--- src/rtl/audcfg_pkg.sv ---
package audcfg_pkg;
  localparam int WORD_W   = 16;
  localparam int ADDR_LSB = 9;
  localparam int ADDR_W   = 3;
  localparam int DATA_W   = 9;
  localparam int ATT_W    = 8;
  localparam int CNT_W    = $clog2(WORD_W + 2);
  localparam int M3_W     = 7;
  localparam int HID_W    = 4;
  localparam logic [3:0] UNLOCK_PAT = 4'b1111;

  typedef enum logic [ADDR_W-1:0] {
    A_ATT_L = 3'd0,
    A_ATT_R = 3'd1,
    A_MODE0 = 3'd2,
    A_MODE1 = 3'd3,
    A_HID   = 3'd6
  } addr_e;
endpackage

--- src/rtl/audcfg_shift.sv ---
module audcfg_shift
  import audcfg_pkg::*;
(
  input  logic              clk_i,
  input  logic              rst_ni,
  input  logic              sck_i,
  input  logic              sdi_i,
  input  logic              lat_i,
  output logic [WORD_W-1:0] word_o,
  output logic              wr_stb_o,
  output logic              lat_rise_o,
  output logic [CNT_W-1:0]  cnt_o
);
  localparam logic [CNT_W-1:0] CNT_FULL = CNT_W'(WORD_W);
  localparam logic [CNT_W-1:0] CNT_SAT  = CNT_W'(WORD_W + 1);

  logic sck_q, lat_q;
  logic sck_rise;
  logic [WORD_W-1:0] shift_q;
  logic [CNT_W-1:0]  cnt_q;

  assign sck_rise   = sck_i & ~sck_q;
  assign lat_rise_o = lat_i & ~lat_q;

  always_ff @(posedge clk_i or negedge rst_ni) begin
    if (!rst_ni) begin
      sck_q   <= 1'b0;
      lat_q   <= 1'b0;
      shift_q <= '0;
      cnt_q   <= '0;
    end else begin
      sck_q <= sck_i;
      lat_q <= lat_i;
      if (lat_rise_o) begin
        cnt_q <= '0;
      end else if (sck_rise) begin
        shift_q <= {shift_q[WORD_W-2:0], sdi_i};
        // saturate: any count past full marks the word invalid
        if (cnt_q != CNT_SAT) cnt_q <= cnt_q + 1'b1;
      end
    end
  end

  assign word_o   = shift_q;
  assign cnt_o    = cnt_q;
  assign wr_stb_o = lat_rise_o && (cnt_q == CNT_FULL);
endmodule

--- src/rtl/audcfg_regs.sv ---
module audcfg_regs
  import audcfg_pkg::*;
(
  input  logic              clk_i,
  input  logic              rst_ni,
  input  logic              wr_i,
  input  logic [ADDR_W-1:0] addr_i,
  input  logic [DATA_W-1:0] data_i,
  output logic [ATT_W-1:0]  act_l_o,
  output logic [ATT_W-1:0]  act_r_o,
  output logic [DATA_W-1:0] mode0_o,
  output logic [M3_W-1:0]   mode1_o,
  output logic [HID_W-1:0]  hid_o,
  output logic              unlocked_o
);
  logic [ATT_W-1:0]  stg_l_q, stg_r_q, act_l_q, act_r_q;
  logic [DATA_W-1:0] mode0_q;
  logic [M3_W-1:0]   mode1_q;
  logic [HID_W-1:0]  hid_q;
  logic              commit;

  assign unlocked_o = (mode0_q[8:5] == UNLOCK_PAT);
  assign commit     = data_i[ATT_W];

  always_ff @(posedge clk_i or negedge rst_ni) begin
    if (!rst_ni) begin
      stg_l_q <= '1;
      stg_r_q <= '1;
      act_l_q <= '1;
      act_r_q <= '1;
      mode0_q <= '0;
      mode1_q <= '0;
      hid_q   <= '0;
    end else if (wr_i) begin
      unique case (addr_i)
        A_ATT_L: begin
          stg_l_q <= data_i[ATT_W-1:0];
          if (commit) begin
            act_l_q <= data_i[ATT_W-1:0];
            act_r_q <= stg_r_q;
          end
        end
        A_ATT_R: begin
          stg_r_q <= data_i[ATT_W-1:0];
          if (commit) begin
            act_l_q <= stg_l_q;
            act_r_q <= data_i[ATT_W-1:0];
          end
        end
        A_MODE0: mode0_q <= data_i;
        A_MODE1: mode1_q <= data_i[M3_W-1:0];
        A_HID:   if (unlocked_o) hid_q <= data_i[HID_W-1:0];
        default: ;
      endcase
    end
  end

  assign act_l_o = act_l_q;
  assign act_r_o = act_r_q;
  assign mode0_o = mode0_q;
  assign mode1_o = mode1_q;
  assign hid_o   = hid_q;
endmodule

--- src/rtl/audcfg_top.sv ---
module audcfg_top
  import audcfg_pkg::*;
(
  input  logic       clk_i,
  input  logic       rst_ni,
  input  logic       sck_i,
  input  logic       sdi_i,
  input  logic       lat_i,
  input  logic       hw_mode_i,
  output logic [7:0] atten_l_o,
  output logic [7:0] atten_r_o,
  output logic       mute_l_o,
  output logic       mute_r_o,
  output logic       soft_mute_o,
  output logic       deemph_o,
  output logic       pwr_dn_o,
  output logic [1:0] word_len_o,
  output logic [1:0] fmt_o,
  output logic       lr_pol_o,
  output logic       atten_link_o,
  output logic       slow_roll_o,
  output logic       phase_rev_o,
  output logic       rate_sel_o,
  output logic       zero_det_o,
  output logic [1:0] diff_mode_o,
  output logic       clk_det_dis_o
);
  logic [WORD_W-1:0] word;
  logic              wr_stb, lat_rise, unlocked;
  logic [CNT_W-1:0]  bit_cnt;
  logic [ATT_W-1:0]  act [2];
  logic [DATA_W-1:0] mode0;
  logic [M3_W-1:0]   mode1;
  logic [HID_W-1:0]  hid;
  logic [1:0]        mute;

  audcfg_shift u_shift (
    .clk_i, .rst_ni, .sck_i, .sdi_i, .lat_i,
    .word_o(word), .wr_stb_o(wr_stb), .lat_rise_o(lat_rise), .cnt_o(bit_cnt)
  );

  audcfg_regs u_regs (
    .clk_i, .rst_ni,
    .wr_i(wr_stb & ~hw_mode_i),
    .addr_i(word[ADDR_LSB +: ADDR_W]),
    .data_i(word[DATA_W-1:0]),
    .act_l_o(act[0]), .act_r_o(act[1]),
    .mode0_o(mode0), .mode1_o(mode1), .hid_o(hid), .unlocked_o(unlocked)
  );

  for (genvar ch = 0; ch < 2; ch++) begin : g_mute
    assign mute[ch] = (act[ch] == '0);
  end

  assign atten_l_o     = act[0];
  assign atten_r_o     = act[1];
  assign mute_l_o      = mute[0];
  assign mute_r_o      = mute[1];
  assign soft_mute_o   = mode0[0];
  assign deemph_o      = mode0[1];
  assign pwr_dn_o      = mode0[2];
  assign word_len_o    = mode0[4:3];
  assign fmt_o         = mode1[1:0];
  assign lr_pol_o      = mode1[2];
  assign atten_link_o  = mode1[3];
  assign slow_roll_o   = mode1[4];
  assign phase_rev_o   = mode1[5];
  assign rate_sel_o    = mode1[6];
  assign zero_det_o    = hid[0];
  assign diff_mode_o   = hid[2:1];
  assign clk_det_dis_o = hid[3];
endmodule

--- config.mk ---
export PLATFORM = sky130hd
export DESIGN_NAME = audcfg_top
export DESIGN_NICKNAME = d
export VERILOG_FILES = /design/src/rtl/audcfg_pkg.sv /design/src/rtl/audcfg_shift.sv /design/src/rtl/audcfg_regs.sv /design/src/rtl/audcfg_top.sv
export SDC_FILE = /design/constraint.sdc
export NUM_CORES = 1
export LEC_CHECK = 0
export BUFFER_PORTS_ARGS = -buffer_cell sky130_fd_sc_hd__buf_2
export CAP_MARGIN = 40
export CORE_ASPECT_RATIO = 0.9
export CORE_UTILIZATION = 40
export CTS_CLUSTER_SIZE = 14
export DETAILED_ROUTE_END_ITERATION = 6
export GPL_ROUTABILITY_DRIVEN = 0
export GPL_TIMING_DRIVEN = 0
export SETUP_SLACK_MARGIN = 0.1
export SLEW_MARGIN = 20
export SYNTH_ARGS = -nofsm -noshare
export SYNTH_HDL_FRONTEND = slang
export SYNTH_SLANG_ARGS = --single-unit
--- constraint.sdc ---
create_clock -name clk_i -period 5.4 [get_ports clk_i]
set_clock_uncertainty 0.1 [all_clocks]
set_input_delay 0.54 -clock clk_i [delete_from_list [all_inputs] [get_ports clk_i]]
set_output_delay 0.54 -clock clk_i [all_outputs]
set_load 0.01 [all_outputs]
==> results of run 1 <==
metal layers:
metal | share of wire, % | vias up
li1 | - | 862
met4 | 1.6 | 0
met1 | 50 | 917
met2 | 44 | 35
met3 | 4.4 | 10
met5 | 0 | -
registers in the layout, summed over array words and instances (netlist names):
name and count:
u_regs.mode1_o 7, u_regs.act_l_o 8, u_regs.act_r_o 8, u_shift.lat_q 1
u_regs.mode0_o 9, u_regs.stg_r_q 8, u_shift.sck_q 1, u_shift.word_o 12
u_regs.stg_l_q 8, u_shift.cnt_o 5, u_regs.hid_o 4
worst max-delay path, stage by stage (launching register included):
cell       delay (ps)
dfrtp_1           420
inv_1              90
ha_1              140
nand4bb_1         110
clkbuf_1          280
nor4_4            590
buf_6             240
mux2_2            340
kinds of logic after synthesis:
| family | Yosys count | share of synthesized area [%] |
|---|---|---|
| compound gates | 9 | 1.659 |
| flops | 71 | 57.35 |
| mux | 80 | 28.44 |
| buf+inv | 13 | 2.330 |
| fa+ha+maj | 3 | 1.185 |
| simple gates | 32 | 9.045 |
cells in the mapped netlist:
library cell | number | area [um^2]
buf_2 | 2 | 10.01
buf_6 | 2 | 22.52
mux2_2 | 75 | 844.6
a21oi_1 | 4 | 20.02
inv_1 | 4 | 15.01
nand2_1 | 3 | 11.26
nor4_4 | 3 | 63.81
nand4b_1 | 1 | 8.760
and4bb_2 | 1 | 12.51
nand3_1 | 2 | 10.01
o21ba_2 | 1 | 10.01
nand4bb_1 | 1 | 11.26
nor3b_1 | 1 | 7.510
nor4_2 | 1 | 12.51
ha_1 | 3 | 37.54
o21ai_0 | 3 | 15.01
or4_1 | 4 | 30.03
nand3b_1 | 1 | 7.510
nor2_1 | 3 | 11.26
nor3_4 | 1 | 16.27
nor2b_1 | 1 | 6.260
or4b_1 | 1 | 10.01
buf_4 | 2 | 15.01
mux2_1 | 5 | 56.30
or3b_1 | 1 | 8.760
or3b_2 | 1 | 8.760
dfrtp_1 | 39 | 975.9
clkbuf_1 | 3 | 11.26
nor3b_4 | 1 | 18.77
dfstp_2 | 32 | 840.8
or3_1 | 4 | 25.02
nand2b_1 | 1 | 6.260
o21a_1 | 1 | 7.510
power groups by stage:
stage | registers [uW] | clock network [uW] | logic, uW
2_1_floorplan | 630 | 0 | 154
3_3_place_gp | 664 | 0 | 190
3_5_place_dp | 665 | 0 | 194
4_1_cts | 655 | 422 | 195
5_1_grt | 666 | 446 | 212
6_report | 654 | 404 | 192
stage by stage:
| stage | utilization, % | hold slack, ps |
|---|---|---|
| global route | 48.47 | 80.95 |
| detailed placement | 46.01 | 390.4 |
| CTS | 48.47 | 60.62 |
| floorplan | - | 144.4 |
| global placement | 45.71 | 386.7 |
| finish | 48.47 | 53.12 |
path summary, 6_finish.rpt:
check	from	endpoint	slack [ps]	cells past startpoint
max	u_shift.cnt_o[1]	u_regs.act_l_o[7]	3030	7
min	rst_ni	u_regs.mode1_o[3]	50	1
max reg2reg	u_shift.cnt_o[1]	u_regs.act_l_o[7]	3030	7
min reg2reg	u_regs.mode1_o[6]	u_regs.mode1_o[6]	400	1
max in group asynchronous	rst_ni	u_regs.stg_r_q[2]	4520	2
min in group clk_i	lat_i	u_shift.lat_q	230	1
area by class of cell:
cell class                 count  area (um^2)  area share, %
buffer                         9        58.81          1.592
multi-input combinational    124         1277          34.59
clock buffer                   9        123.9          3.354
clock inverter                 7        63.81          1.728
tap                           96        120.1          3.252
sequential                    71         1817          49.19
timing repair buffer          40        217.7          5.894
inverter                       4        15.01         0.4065
==> results.md, run 1 <==
* Internal Power at 889.6 uW
* Psw at 359.8 uW
* DP Cell Count at about 340
* Number of distinct library cells after synthesis at 33
* Routed wire length at 5583 um
* Slew headroom at 54.65%
* Worst-skew pair later-pin latency at approximately 350 ps
* Syn Nets at 217
* Setup-failing EPs final at 0
* Clk sink count at 71
* CTS tree: done
* Total congestion overflow at 0
* Comb power frac at about 15%
* Commonest non-fill, non-tap cell in the layout: mux2_2
* Post-layout instance area at 3694 um^2
* Initial antenna violation count at 0
* Clock Power Share at 32.3%
* Crit Path Max Fanout at 10
* Initial Util at between 40% and 50%
* Max-cap violations at 0
* Post-CTS setup buffers at 0
* CP required at 5570 ps
* Fillcell total at 698
* Sw Share at around 29%
* Flops & latches, synth at 71
* Critical path type: flip-flop to flip-flop
* N_diodes at 0
* Vias in the first global route at 1841
* Die ar. at 8280 um^2
* Tmin final at 2373 ps
* CP Capture Type: flip-flop
* Final ANT Viol Nets at 0
* CTS max path bufs at 2
* Die Width at roughly 96 um
* Sequential power share at between 50% and 60%
* Most frequent cells in the layout: mux2_2 (75), buf_2 (40), dfrtp_1 (39)
* Die Y-Extent at 86.43 um
* Register area share after synthesis at 57.35%
* Total CTS buffers at 9
* Post-CTS Resized at 0
* DP Worst Slack at 2923 ps
* Via density at 5.067
* 1st-pass router iterations at 4
* Worst Hold Class: input pin to async pin
* Core Footprint at 7620 um^2
* Met1 usage at between 20% and 30%
* Nets@finish at between 200 and 300
* DR vias at 1824
* RSZ-0062 raised after global routing: false
* Final Power at 1249 uW
* M2 GR Usage at between 20 and 25%
* Placement Cell Area at 3506 um^2
* Clock Root Buffer: clkbuf_8
* WP data arrival at between 2000 and 3000 ps
* Initial drt markers at 31
* Hold Fails Final Rpt at 0
* GR peak layer: met1
* I/O pin cnt at 40
* DRC viols at 0
* Non-filler instance count after layout at 360
* Leakage power at approximately 0.0017 uW
* Layout cell share with drive strength beyond 1 at around 67%
* Slew at the pin with the worst max-slew slack at 675.2 ps
* Worst setup margin at 3027 ps
* Mapped Cells at 208
* Gr usage total at 15.89%
* Rows at 30
* Synth warnings at 0
* Cts hold-fix bufs at 0
* Peak supply drop at 0.1741 mV
* M3 GR Usage at 6.053%
* Fin crit share at 43.94%
* Fmax at between 400 and 500 MHz
* Status: finished clean
* Syn avg cell area at 15.23 um^2
* Final Max Tran Viols at 0
* Total power divided by cell area at 338.3 nW/um^2
* CTS clock-pin slew for the worst setup and hold paths at 80 ps
* Startpoint Class: flip-flop
* Area Overhead vs Synth at 16.59%
* Global-route wire length before repair at between 9000 and 10000 um
* Number of port buffers at 39
* Setup TNS at 0 ps
* Final HPWL DP at between 3000 and 4000 um
* Pin count of the biggest net entering global routing at 38
* H-tree depth at 3
* Routed WL per cell at 15.51 um
* Mapped Area at about 3200 um^2
Power figures use the tool's default switching activity.
==> run 2, diff against run 1 <==
==> constraint.sdc (replaced) <==
create_clock -name clk_i -period 2.34 [get_ports clk_i]
set_clock_uncertainty 0.1 [all_clocks]
set_input_delay 0.234 -clock clk_i [delete_from_list [all_inputs] [get_ports clk_i]]
set_output_delay 0.234 -clock clk_i [all_outputs]
set_load 0.01 [all_outputs]
==> run 2 against run 1 <==
Against the previous run: register-to-register slack lost 2800 ps; combinational power grew 140%; total power grew 130%; utilization grew 1.3 points; final cell count grew 2.8%; clock power grew 130%; non-clock buffer count grew 10; sequential share of layout area shrank 1.3 points; via count grew 0.93%; critical path depth shrank 2; critical endpoint is now u_regs.act_r_o[5]; highest routed layer unchanged.
==> results.md, run 2 (synthesized netlist as in run 1, its figures left out) <==
* FF-to-FF Start: u_shift.cnt_o[2]
* Util after Layout at 49.74% (+1.3 points)
* CTS max path bufs at 2 (unchanged)
* Die Width at 95.81 um (unchanged)
* Vias in the first global route at 1867 (+1.4%)
* Via density at 4.976 (-1.8%)
* Fillcell total at 699 (+0.14%)
* Total congestion overflow at 0 (unchanged)
* Crit Path Max Fanout at 10 (unchanged)
* Layout cell share with drive strength beyond 1 at 67.15% (+0.49 points)
* Worst Hold Class: input pin to async pin
* Number of port buffers at 39 (unchanged)
* Die Y-Extent at 86.43 um (unchanged)
* Initial antenna violation count at 0 (unchanged)
* Initial drt markers at 46 (+48%)
* Slowest stage delay, CP at 550 ps (-40 ps)
* Die ar. at 8280 um^2 (unchanged)
* Routed wire length at 5708 um (+2.2%)
* Clk sink count at 71 (unchanged)
* WP data arrival at 2330 ps (-220 ps)
* Fmax at 464.6 MHz (+10%)
* CP required at 2520 ps (-3050 ps)
* Worst hold margin at 297.4 ps (+244.3 ps)
* DRC viols at 0 (unchanged)
* Status: finished clean
* Peak supply drop at 0.3930 mV (+130%)
* Slew at the pin with the worst max-slew slack at 551.5 ps (-123.7 ps)
* Hold Fails Final Rpt at 0 (unchanged)
* Most used cell, CP: buf_6
* Setup TNS at 0 ps (unchanged)
* Area Overhead vs Synth at 19.63%
* Fin crit share at 91.99% (+48 points)
* DR vias at 1841 (+0.93%)
* Final HPWL DP at 3761 um (unchanged)
* Critical-path top delay cell: or4b_1
* Rows at 30 (unchanged)
* Largest register FFs at 12 (unchanged)
* Most frequent cells in the layout: mux2_2 (75), buf_2 (40), dfrtp_1 (39)
* Non-filler instance count after layout at 370 (+2.8%)
* Final Max Tran Viols at 0 (unchanged)
* Nets@finish at 278 (+3.7%)
* Initial Util at 41.58% (unchanged)
* CP startpoint: u_shift.cnt_o[2]
* Final ANT Viol Nets at 0 (unchanged)
* Total CTS buffers at 9 (unchanged)
* Setup-failing EPs final at 0 (unchanged)
* CTS clock-pin slew for the worst setup and hold paths at 80 ps (about the same)
* Max-cap violations at 0 (unchanged)
* Total power divided by cell area at 766.5 nW/um^2 (+130%)
* Routed WL per cell at 15.43 um (-0.52%)
* Gr usage total at 16.11% (+0.23 points)
* Worst path cell trace: or4b_1 > buf_6 > nor4_4 > buf_6 > mux2_2
* Worst-skew pair later-pin latency at 350 ps (about the same)
* Leakage power at 0.001804 uW (+4.1%)
* CTS tree: done
* Slew headroom at 63.23% (+8.6 points)
* CP Capture Type: flip-flop
* Core Footprint at 7620 um^2 (unchanged)
* Commonest non-fill, non-tap cell in the layout: mux2_2
* Final Power at 2905 uW (+130%)
* I/O pin cnt at 40 (unchanged)
* Global-route wire length before repair at 9715 um (+1.6%)
* 1st-pass router iterations at 4 (unchanged)
* Critical path type: flip-flop to flip-flop
* H-tree depth at 3 (unchanged)
* Tmin final at 2153 ps (-220.2 ps)
* RSZ-0062 raised after global routing: false
* Startpoint Class: flip-flop
* DP Cell Count at 344 (unchanged)
* Clock Root Buffer: clkbuf_8
* N_diodes at 0 (unchanged)
* Pin count of the biggest net entering global routing at 38 (unchanged)
[run 2: cell count changes in the layout (fill, tap and decap cells not counted)]
cell	before	now
buf_4	3	9
dlygate4sd3_1	0	4
clkbuf_1	3	1
clkbuf_2	0	2
nor4_2	1	0
nor4_4	3	4
[run 2: worst max-delay path, delay by kind of cell, from the launching register on]
| family | cells | cell delay (ps) |
|---|---|---|
| DFF | 1 | 430 |
| and+or+nand+nor | 2 | 840 |
| muxes | 1 | 340 |
| buffers and inverters | 2 | 370 |
[run 2: worst paths after layout]
kind	endpoint	slack (ps)	cells past startpoint
max	u_regs.act_r_o[5]	190	5
max in group asynchronous	u_regs.stg_r_q[2]	1220	3
min in group clk_i	u_regs.mode1_o[6]	410	1
max reg2reg	u_regs.act_r_o[5]	190	5
min	u_regs.mode1_o[3]	300	2
min reg2reg	u_regs.mode1_o[6]	410	1
[run 2: metrics by stage]
stage          area (um^2)  setup WS (ps)
2_1_floorplan         3168          233.3
3_3_place_gp          3483         -60.43
3_5_place_dp          3506         -63.02
4_1_cts               3774          70.14
5_1_grt               3790          97.67
6_report              3790          187.4
[run 2: power by group]
part	internal, uW	switching (uW)
logic	260	202
registers	1330	184
clock network	482	451
[run 2: layout make-up]
cell class | instances | area (um^2) | share of cell area [%]
Buffer | 9 | 61.31 | 1.618
Clock buffer | 9 | 123.9 | 3.268
Clock inverter | 7 | 63.81 | 1.684
Inverter | 4 | 15.01 | 0.3962
Multi-Input combinational cell | 124 | 1286 | 33.94
Sequential cell | 71 | 1817 | 47.94
Tap cell | 96 | 120.1 | 3.169
Timing Repair Buffer | 50 | 302.8 | 7.989
[run 2: routing by layer]
layer  track usage (%)  vias up  part of all wire [%]
met5                 0        -                     0
met1             22.77      917                    50
li1                  -      881                     -
met4             5.292        0                   1.3
met2             22.79       35                    44
met3             6.053        8                   4.2
[run 2: repair_timing]
item                                    in CTS  in global routing
gates resized for setup                      2                  2
hold buffers                                 4                  0
endpoints found under the setup margin      23                 37
endpoints found under the hold margin       34                  0
pin swaps                                    2                  2
buffers inserted                             4                  2
